--- config.mk ---
export PLATFORM = sky130hd
export DESIGN_NAME = psram_ctrl
export DESIGN_NICKNAME = d
export VERILOG_FILES = /design/src/rtl/psram_pkg.sv /design/src/rtl/psram_divider.sv /design/src/rtl/psram_seq.sv /design/src/rtl/psram_ctrl.sv
export SDC_FILE = /design/constraint.sdc
export NUM_CORES = 1
export LEC_CHECK = 0
export ABC_AREA = 1
export CORE_MARGIN = 5
export CORE_UTILIZATION = 56
export DETAILED_ROUTE_END_ITERATION = 8
export GPL_TIMING_DRIVEN = 0
export PLACE_DENSITY = 0.92
export SYNTH_ARGS = -nofsm -noshare
export SYNTH_HDL_FRONTEND = slang
export SYNTH_HIERARCHICAL = 1
export SYNTH_SLANG_ARGS = --single-unit
--- constraint.sdc ---
create_clock -name clk_i -period 3.4 [get_ports clk_i]
set_input_delay 0.68 -clock clk_i [delete_from_list [all_inputs] [get_ports clk_i]]
set_output_delay 0.68 -clock clk_i [all_outputs]
set_load 0.02 [all_outputs]
--- src/rtl/psram_pkg.sv ---
package psram_pkg;
  typedef enum logic [2:0] {
    ST_INIT, ST_IDLE, ST_ACC, ST_PRE, ST_RF, ST_RFREC
  } psram_st_e;

  function automatic int unsigned max2(input int unsigned a, input int unsigned b);
    return (a > b) ? a : b;
  endfunction
endpackage

--- src/rtl/psram_divider.sv ---
module psram_divider #(
  parameter int unsigned PERIOD  = 16,
  parameter bit          ONESHOT = 1'b0
) (
  input  logic clk_i,
  input  logic rst_ni,
  input  logic en_i,
  output logic tick_o
);
  localparam int unsigned W = (PERIOD > 1) ? $clog2(PERIOD) : 1;

  logic [W-1:0] cnt_q;
  logic         wrap;
  assign wrap = (cnt_q == W'(PERIOD - 1));

  generate
    if (ONESHOT) begin : g_once
      logic done_q;
      always_ff @(posedge clk_i or negedge rst_ni) begin
        if (!rst_ni) begin
          cnt_q  <= '0;
          done_q <= 1'b0;
        end else if (en_i && !done_q) begin
          if (wrap) done_q <= 1'b1;
          else      cnt_q  <= cnt_q + 1'b1;
        end
      end
      assign tick_o = done_q;
    end else begin : g_loop
      logic tick_q;
      always_ff @(posedge clk_i or negedge rst_ni) begin
        if (!rst_ni) begin
          cnt_q  <= '0;
          tick_q <= 1'b0;
        end else begin
          tick_q <= en_i && wrap;
          if (en_i) cnt_q <= wrap ? '0 : cnt_q + 1'b1;
        end
      end
      assign tick_o = tick_q;
    end
  endgenerate
endmodule

--- src/rtl/psram_seq.sv ---
module psram_seq
  import psram_pkg::*;
#(
  parameter int unsigned CE_LOW_CYC   = 4,
  parameter int unsigned CE_PRE_CYC   = 2,
  parameter int unsigned WP_CYC       = 3,
  parameter int unsigned RF_PULSE_CYC = 4,
  parameter int unsigned RF_REC_CYC   = 7
) (
  input  logic      clk_i,
  input  logic      rst_ni,
  input  logic      init_done_i,
  input  logic      rf_pend_i,
  input  logic      req_valid_i,
  output psram_st_e st_o,
  output logic      last_o,
  output logic      wp_o,
  output logic      ready_o,
  output logic      accept_o,
  output logic      rf_ack_o
);
  localparam int unsigned MAXC = max2(max2(CE_LOW_CYC, CE_PRE_CYC),
                                      max2(RF_PULSE_CYC, max2(RF_REC_CYC, WP_CYC)));
  localparam int unsigned CW   = $clog2(MAXC + 1);

  psram_st_e       st_q, st_d;
  logic [CW-1:0]   cnt_q, lim;
  logic            last;

  always_comb begin
    unique case (st_q)
      ST_ACC:   lim = CW'(CE_LOW_CYC - 1);
      ST_PRE:   lim = CW'(CE_PRE_CYC - 1);
      ST_RF:    lim = CW'(RF_PULSE_CYC - 1);
      ST_RFREC: lim = CW'(RF_REC_CYC - 1);
      default:  lim = '0;
    endcase
  end

  assign last = (cnt_q == lim);

  always_comb begin
    st_d = st_q;
    unique case (st_q)
      ST_INIT:  if (init_done_i) st_d = ST_IDLE;
      ST_IDLE:  if (rf_pend_i) st_d = ST_RF;
                else if (req_valid_i) st_d = ST_ACC;
      ST_ACC:   if (last) st_d = ST_PRE;
      ST_PRE:   if (last) st_d = ST_IDLE;
      ST_RF:    if (last) st_d = ST_RFREC;
      ST_RFREC: if (last) st_d = ST_IDLE;
      default:  st_d = ST_INIT;
    endcase
  end

  always_ff @(posedge clk_i or negedge rst_ni) begin
    if (!rst_ni) begin
      st_q  <= ST_INIT;
      cnt_q <= '0;
    end else begin
      st_q <= st_d;
      if (st_d != st_q) cnt_q <= '0;
      else if (!last)   cnt_q <= cnt_q + 1'b1;
    end
  end

  assign st_o     = st_q;
  assign last_o   = last;
  assign wp_o     = (cnt_q < CW'(WP_CYC));
  assign ready_o  = (st_q == ST_IDLE) && !rf_pend_i;
  assign accept_o = ready_o && req_valid_i;
  assign rf_ack_o = (st_q == ST_IDLE) && rf_pend_i;
endmodule

--- src/rtl/psram_ctrl.sv ---
module psram_ctrl
  import psram_pkg::*;
#(
  parameter int unsigned AW           = 15,
  parameter int unsigned DW           = 8,
  parameter int unsigned INIT_CYC     = 50000,
  parameter int unsigned REFI_CYC     = 780,
  parameter int unsigned CE_LOW_CYC   = 4,
  parameter int unsigned CE_PRE_CYC   = 2,
  parameter int unsigned WP_CYC       = 3,
  parameter int unsigned RF_PULSE_CYC = 4,
  parameter int unsigned RF_REC_CYC   = 7
) (
  input  logic          clk_i,
  input  logic          rst_ni,
  input  logic          req_valid_i,
  output logic          req_ready_o,
  input  logic [AW-1:0] req_addr_i,
  input  logic          req_we_i,
  input  logic [DW-1:0] req_wdata_i,
  output logic          rsp_valid_o,
  output logic [DW-1:0] rsp_rdata_o,
  output logic          mem_cs_n_o,
  output logic          mem_rd_ref_n_o,
  output logic          mem_wr_n_o,
  output logic [AW-1:0] mem_addr_o,
  output logic [DW-1:0] mem_dq_o,
  output logic          mem_dq_oe_o,
  input  logic [DW-1:0] mem_dq_i
);
  logic      init_done, rf_tick, rf_pend_q, rf_ack;
  logic      accept, last, wp;
  psram_st_e st;

  logic [AW-1:0] addr_q;
  logic [DW-1:0] wdata_q, rdata_q;
  logic          we_q, rsp_q;

  psram_divider #(.PERIOD(INIT_CYC), .ONESHOT(1'b1)) u_init (
    .clk_i (clk_i), .rst_ni(rst_ni), .en_i(1'b1), .tick_o(init_done)
  );

  psram_divider #(.PERIOD(REFI_CYC), .ONESHOT(1'b0)) u_refi (
    .clk_i (clk_i), .rst_ni(rst_ni), .en_i(init_done), .tick_o(rf_tick)
  );

  // a tick landing on the ack cycle stays pending
  always_ff @(posedge clk_i or negedge rst_ni) begin
    if (!rst_ni) rf_pend_q <= 1'b0;
    else         rf_pend_q <= rf_tick || (rf_pend_q && !rf_ack);
  end

  psram_seq #(
    .CE_LOW_CYC  (CE_LOW_CYC),
    .CE_PRE_CYC  (CE_PRE_CYC),
    .WP_CYC      (WP_CYC),
    .RF_PULSE_CYC(RF_PULSE_CYC),
    .RF_REC_CYC  (RF_REC_CYC)
  ) u_seq (
    .clk_i      (clk_i),
    .rst_ni     (rst_ni),
    .init_done_i(init_done),
    .rf_pend_i  (rf_pend_q),
    .req_valid_i(req_valid_i),
    .st_o       (st),
    .last_o     (last),
    .wp_o       (wp),
    .ready_o    (req_ready_o),
    .accept_o   (accept),
    .rf_ack_o   (rf_ack)
  );

  always_ff @(posedge clk_i or negedge rst_ni) begin
    if (!rst_ni) begin
      addr_q  <= '0;
      wdata_q <= '0;
      we_q    <= 1'b0;
    end else if (accept) begin
      addr_q  <= req_addr_i;
      wdata_q <= req_wdata_i;
      we_q    <= req_we_i;
    end
  end

  always_ff @(posedge clk_i or negedge rst_ni) begin
    if (!rst_ni) begin
      rsp_q   <= 1'b0;
      rdata_q <= '0;
    end else begin
      rsp_q <= (st == ST_ACC) && !we_q && last;
      if ((st == ST_ACC) && !we_q && last) rdata_q <= mem_dq_i;
    end
  end

  assign rsp_valid_o    = rsp_q;
  assign rsp_rdata_o    = rdata_q;
  assign mem_cs_n_o     = (st != ST_ACC);
  assign mem_rd_ref_n_o = !(((st == ST_ACC) && !we_q) || (st == ST_RF));
  assign mem_wr_n_o     = !((st == ST_ACC) && we_q && wp);
  assign mem_addr_o     = addr_q;
  assign mem_dq_o       = wdata_q;
  assign mem_dq_oe_o    = (st == ST_ACC) && we_q;
endmodule

==> summary.txt, run 1 <==
Timing
  – Final WS setup: about 0.7 ns
  – Tmin final: around 2.7 ns
  – Fmax: ~0.37 GHz
  – RSZ-0062 raised after global routing: no
  – Setup violators final: 0
  – Max_slew headroom: 44.97%
  – Worst Max-Slew Pin Slew: 0.8254 ns
  – Fin crit share: between 70% and 80%
  – Clock Skews: 0.006261 ns
  – Fin. max-slew vios: 0
  – Hold Violations, Final: 0

Placement
  – Post-detail-place hpwl: roughly 6400 µm
  – DP Area: roughly 0.0044 mm²
  – GP Congestion: between 0.8 and 0.9
  – Pre-CTS setup slack: 1.063 ns
  – Inst Count DP: between 500 and 600
  – Buffers on Ports: 71

Clock tree
  – Num Clock Sinks: slightly below 70
  – Clk slew on worst S/H paths: ~0.070 ns
  – CTS tree: built
  – Worst-Skew Late Latency: 0.34 ns
  – H-tree levels: 3
  – Cts repair resizes: 0
  – Clock buffer count from CTS: 9
  – CTS Buffer Depth: 2
  – # hold bufs at CTS: 0
  – Post-CTS setup buffers: 0
  – Root Driver: clkbuf_8

Routing
  – Total number of vias: a little over 3000
  – Drt pass-1 iters: 5
  – Initial detailed-routing violation count: 158
  – Post-route DRC violation count: 0
  – Vias per cell: roughly 5.4
  – ANT nets after route: 0
  – Overall routed net length: 9025 µm
  – Avg WL per Cell: about 16 µm

Cells and area
  – Finished Layout Cells: approximately 570
  – N_diodes: 0
  – Layout cells sized above 1: roughly 16%
  – Fillers: roughly 400
  – Commonest non-fill, non-tap cell in the layout: nand2_1
  – Most frequent cells in the layout: nand2_1 (114), clkdlybuf4s50_1 (70), dfrtp_1 (68)
  – Area of the multi-input gates: about 0.0017 mm²
  – Final Core Density: about three quarters
  – Register area: around 0.0017 mm²
  – Finished layout cell area: 0.004628 mm²
  – Area growth syn-to-layout: 27.90%
  – Layout Nets: between 500 and 600

Yosys
  – Seq/Total Area, Yosys: 47.03%
  – Mapped Cells: about 410
  – Share of the synthesized area in the top cell type: a little under half
  – Yosys cell types: 32
  – Syn Nets: 444
  – Synth warn: 6
  – Area leader, netlist: dfrtp_1
  – Cell area after synthesis: between 0.003 and 0.004 mm²
  – Post-synthesis sequential element count: just under 70
  – Post-Syn Area per Cell: 8.912 µm²
  – Main area contributors after synthesis: dfrtp_1 (47%), nand2_1 (12%), mux2_4 (7.5%)

Global route
  – Antenna violations before repair: 0
  – GRT Util Overall: 22.86%
  – Vias in the first global route: just over 3000
  – First-pass GRT wire length: roughly 15000 µm
  – Congestion Overflow GR: 0
  – Largest net degree at the start of global routing: 69

Run status
  – Outcome: complete, no violations

Floorplanning
  – Row count: 29
  – Die width: roughly 90 µm
  – DIE HEIGHT: between 90 and 100 µm
  – Die area: around 0.008 mm²
  – Core box area: 0.006314 mm²
  – Initial Util: 57.31%
  – Io pins: 72

Worst hold path
  – Hold WC Path Type: primary input to async pin

Critical path
  – CP Launch Point: u_seq/st_o[1]$_DFF_PN0_
  – R2R Path End: rsp_rdata_o[4]$_DFFE_PN0P_
  – Slowest cell delay on critical path: roughly 0.54 ns
  – Register-to-Register Path Depth: 11
  – CP max stage cell: clkdlybuf4s50_1
  – R2r startpoint: u_seq/st_o[0]$_DFF_PN0_
  – WP data arrival: between 2 and 2.5 ns
  – Worst setup SP type: register
  – Element type at the critical path end: output pin
  – Worst reg2reg setup slack: 1.39 ns
  – CP Max Fanout: 10
  – Buf+Inv Stages, Crit Path: 2
  – WP data required: approximately 2.7 ns
  – Crit path cell chain: nand2_1, nor2_4, inv_2, nor2_4, nand2_1, clkdlybuf4s50_1
  – CP top delay family: buffers and inverters
  – CP Class: register to output pin

Pwr
  – Static Leak: around 2.3 nW
  – Pwr Density: 756.8 mW/mm²
  – Total power: about 3.5 mW
  – Peak VDD IR: around 0.65 mV

Job
  – Max_cap viols: 0
==> synthesized netlist by cell type <==
cell type / instances
ha_1: 3
nand4_1: 12
nand3_2: 2
inv_1: 43
nand2_1: 114
mux2i_1: 1
nor2_4: 8
buf_2: 2
nor2_2: 4
conb_1: 1
nand4_2: 1
buf_12: 2
buf_6: 2
nand3_4: 1
xor2_2: 1
mux2_4: 18
dfrtp_1: 68
nand2_2: 11
o21bai_1: 2
nand3_1: 27
o21a_1: 1
o21ai_0: 2
nand3b_1: 4
nor3_1: 4
a31oi_1: 2
nor2_1: 39
inv_2: 7
nand2_4: 2
o21ai_1: 2
mux2_2: 5
xor2_1: 11
a21oi_1: 4
==> sequential cells by signal (all words and copies together) (netlist names), 3 cells and up <==
name	cells
mem_addr_o	15
mem_dq_o	8
u_refi/cnt_q	10
u_seq/st_o	3
rsp_rdata_o	8
u_seq/cnt_q	3
u_init/cnt_q	16
==> power by group <==
part	total, mW	switching, mW	internal, mW
Sequential	1.18	0.155	1.03
Clock	0.709	0.302	0.407
Combinational	1.61	0.822	0.788
==> worst reg2reg max path, stage by stage (launching register included) <==
cell	delay, ns
dfrtp_1	0.50
nor2_1	0.19
nand2_1	0.13
nand2_1	0.08
nand2_1	0.06
nand2_2	0.09
nand3_4	0.12
inv_1	0.07
buf_2	0.21
nand4_2	0.25
nand2_1	0.15
nand2_1	0.06
==> cell families after synthesis <==
logic type | count (synthesis) | synth area share, %
compound gates | 13 | 2.075
xor+xnor | 12 | 3.112
fa+ha+maj | 3 | 1.037
buf+inv | 56 | 7.192
flops | 68 | 47.03
mux | 24 | 9.301
other cells | 1 | 0.1036
simple gates | 229 | 30.15
==> layer usage <==
layer  up-vias  track usage [%]  routed length, µm
met5         -                0                  0
met4         0            9.801                210
met3        23            5.083                698
met2       173            38.54               4376
met1      1440            28.09               3740
li1       1451                -                  -
==> per-stage QoR <==
stage | hold slack, ns | setup TNS [ns]
final | 0.4350 | 0
after global routing | 0.4719 | 0
after CTS | 0.4469 | 0
after detailed placement | 0.4290 | 0
after global placement | 0.4246 | -35.21
after floorplan | 0.3844 | 0
==> worst max path at each step <==
stage	end	slack, ns	cells past startpoint
detailed placement	mem_wr_n_o	1.06	7
global placement	u_init/cnt_q[14]$_DFFE_PN0P_	-0.52	1
global route	mem_wr_n_o	0.55	6
CTS	mem_wr_n_o	0.68	7
floorplan	mem_addr_o[10]$_DFFE_PN0P_	1.49	8
finish	mem_wr_n_o	0.68	6
==> cell type report <==
cell class                      instances  share of cell area [%]
Buffer                                  6                   1.568
Clock buffer                           10                   2.757
Clock inverter                          5                   1.676
Inverter                               50                   4.055
Multi-Input combinational cell        282                   35.79
Sequential cell                        68                   36.77
Tap cell                               77                   2.082
Timing Repair Buffer                   71                   15.30
Note: power is estimated with default switching activity, not from simulation.
==> inputs of run 2 (changes only) <==
--- a/config.mk
+++ b/config.mk
@@ -7,10 +7,10 @@
 export LEC_CHECK = 0
 export ABC_AREA = 1
 export CORE_MARGIN = 5
-export CORE_UTILIZATION = 56
+export CORE_UTILIZATION = 47
 export DETAILED_ROUTE_END_ITERATION = 8
 export GPL_TIMING_DRIVEN = 0
-export PLACE_DENSITY = 0.92
+export PLACE_DENSITY = 0.83
 export SYNTH_ARGS = -nofsm -noshare
 export SYNTH_HDL_FRONTEND = slang
 export SYNTH_HIERARCHICAL = 1
==> constraint.sdc (replaced) <==
create_clock -name clk_i -period 2.5 [get_ports clk_i]
set_input_delay 0.5 -clock clk_i [delete_from_list [all_inputs] [get_ports clk_i]]
set_output_delay 0.5 -clock clk_i [all_outputs]
set_load 0.02 [all_outputs]
==> run 2 against run 1 <==
Via count decreased by 3.5%; critical path depth decreased by 1; die area increased by 17%; largest power group unchanged; highest routed layer unchanged.
==> summary.txt, run 2 (synthesis gave the netlist of run 1 again) <==
Run status
  – Outcome: complete, no violations

Timing
  – Setup TNS: 0 ns
  – Setup violators final: 0
  – Fin. max-slew vios: 0
  – Fmax: 0.4292 GHz
  – Worst Max-Slew Pin Slew: about 0.85 ns
  – Max_slew headroom: 43.58%
  – Tmin final: 2.330 ns
  – RSZ-0062 raised after global routing: no
  – Clock Skews: around 0.012 ns
  – Fin crit share: between 90% and 100%
  – Hold Violations, Final: 0

Cells and area
  – Layout cells sized above 1: about 17%
  – N_diodes: 0
  – Largest register FFs: 16
  – Top reg by flops: u_init/cnt_q
  – Commonest non-fill, non-tap cell in the layout: nand2_1
  – Most frequent cells in the layout: nand2_1 (114), clkdlybuf4s50_1 (67), dfrtp_1 (67)
  – Final Core Density: 61.74%
  – Layout Nets: roughly 530
  – Finished Layout Cells: roughly 600
  – Area growth syn-to-layout: 29.81%
  – Fillers: slightly above 600

Floorplanning
  – Die area: around 0.0096 mm²
  – Row count: 32
  – Io pins: 72
  – DIE HEIGHT: between 90 and 100 µm
  – Core box area: 0.007607 mm²
  – Die width: 97.75 µm
  – Initial Util: a little under half

Placement
  – GP Congestion: about 0.93
  – Buffers on Ports: slightly above 70
  – Inst Count DP: just under 600
  – Post-detail-place hpwl: 5847 µm

Critical path
  – R2R Path End: rsp_rdata_o[4]$_DFFE_PN0P_
  – CP top delay family: buffers and inverters
  – Crit path cell chain: inv_2, nand2_1, nor2_4, a21oi_1, clkdlybuf4s50_1
  – Worst reg2reg setup slack: 0.51 ns
  – Register-to-Register Path Depth: 10
  – Element type at the critical path end: output pin
  – R2r startpoint: u_seq/st_o[0]$_DFF_PN0_
  – Stages on the worst setup path: 5
  – CP Max Fanout: 7
  – Buf+Inv Stages, Crit Path: 2
  – Worst setup SP type: register
  – Slowest cell delay on critical path: about 0.63 ns
  – WP data arrival: between 1.5 and 2 ns
  – WP data required: roughly 2.0 ns
  – CP max stage cell: clkdlybuf4s50_1
  – CP Class: register to output pin

Routing
  – Post-route DRC violation count: 0
  – Overall routed net length: between 8000 and 9000 µm
  – Avg WL per Cell: around 14 µm
  – Total number of vias: ~3000
  – Drt pass-1 iters: 6
  – ANT nets after route: 0
  – Vias per cell: 4.988
  – Initial detailed-routing violation count: 89

Clock tree
  – CTS tree: built
  – Worst-Skew Late Latency: ~0.35 ns
  – Clk slew on worst S/H paths: 0.08 ns
  – CTS Buffer Depth: 2
  – H-tree levels: 3
  – Num Clock Sinks: between 60 and 70
  – Root Driver: clkbuf_8
  – Clock buffer count from CTS: 9

Pwr
  – Cell-internal power: ~3.1 mW
  – Peak VDD IR: 0.3986 mV
  – Pwr Density: 1023 mW/mm²
  – Clock power frac: approximately a fifth
  – Flop pwr share: between 30% and 40%
  – Net Switching: roughly 1.8 mW
  – Sw frac: roughly 37%
  – Total power: 4.807 mW
  – Static Leak: 2.314 nW
  – Combinational power share: 45.2%

Global route
  – GRT Util Overall: approximately 18%
  – Congestion Overflow GR: 0
  – Antenna violations before repair: 0
  – First-pass GRT wire length: 13970 µm
  – Vias in the first global route: 2973
  – Largest net degree at the start of global routing: a little under 70

Worst hold path
  – Hold WC Path Type: primary input to async pin

Job
  – Max_cap viols: 0
-- run 2: cell count changes in the layout (fill, tap and decap cells not counted), sizes merged --
cell,previous run,this run
buf,7,9
dlymetal6s2s,0,2
inv,50,51
clkbuf,10,9
dlygate4sd2,0,1
clkdlybuf4s50,70,67
clkinv,2,3
-- run 2: layout make-up --
cell class                 instances  area [µm²]  share of cell area (%)
clock inverter                     7       98.84                   2.104
tap                              102       127.6                   2.717
multi-input combinational        282        1657                   35.27
inverter                          50       187.7                   3.996
timing repair buffer              73       726.9                   15.48
sequential                        68        1703                   36.25
clock buffer                       9       123.9                   2.637
buffer                             6       72.57                   1.545
-- run 2: power by group through the flow --
stage          clock network [mW]  logic (mW)  registers, mW
4_1_cts                      1.04        2.17           1.61
5_1_grt                      1.10        2.31           1.65
3_5_place_dp                    0        2.15           1.63
2_1_floorplan                   0       0.976           1.92
3_3_place_gp                    0        2.10           1.59
6_report                     1.02        2.17           1.62
-- run 2: timing repair --
item	CTS	global route
hold buffers	0	0
setup buffers	0	2
pin swaps	0	1
resized for setup	1	3
endpoints found under the setup margin	1	2
-- run 2: metrics by stage --
step	hold WS (ns)	area (µm²)	setup WS (ns)
after floorplan	0.2044	3618	0.5933
after global placement	0.4288	4457	-1.314
after detailed placement	0.4373	4454	0.3789
after CTS	0.2693	4676	0.01230
after global routing	0.3202	4697	0.04850
final	0.2456	4697	0.1700
-- run 2: layer usage --
metal  share of wire, %  vias to the layer above  global-route usage, %
met5                  0                        -                      0
met1                 44                     1407                  21.70
met2                 49                      109                  30.63
li1                   -                     1450                      -
met3                5.7                       12                  5.500
met4                1.4                        0                  5.751
-- run 2: worst max path at each step --
stage / startpoint / end
floorplan: u_seq/st_o[1]$_DFF_PN0_ / mem_addr_o[10]$_DFFE_PN0P_
CTS: u_seq/st_o[2]$_DFF_PN0_ / mem_wr_n_o
detailed placement: u_seq/st_o[2]$_DFF_PN0_ / mem_dq_oe_o
global placement: rst_ni / u_refi/cnt_q[8]$_DFFE_PN0P_
global route: u_seq/st_o[2]$_DFF_PN0_ / mem_rd_ref_n_o
finish: u_seq/st_o[2]$_DFF_PN0_ / mem_rd_ref_n_o
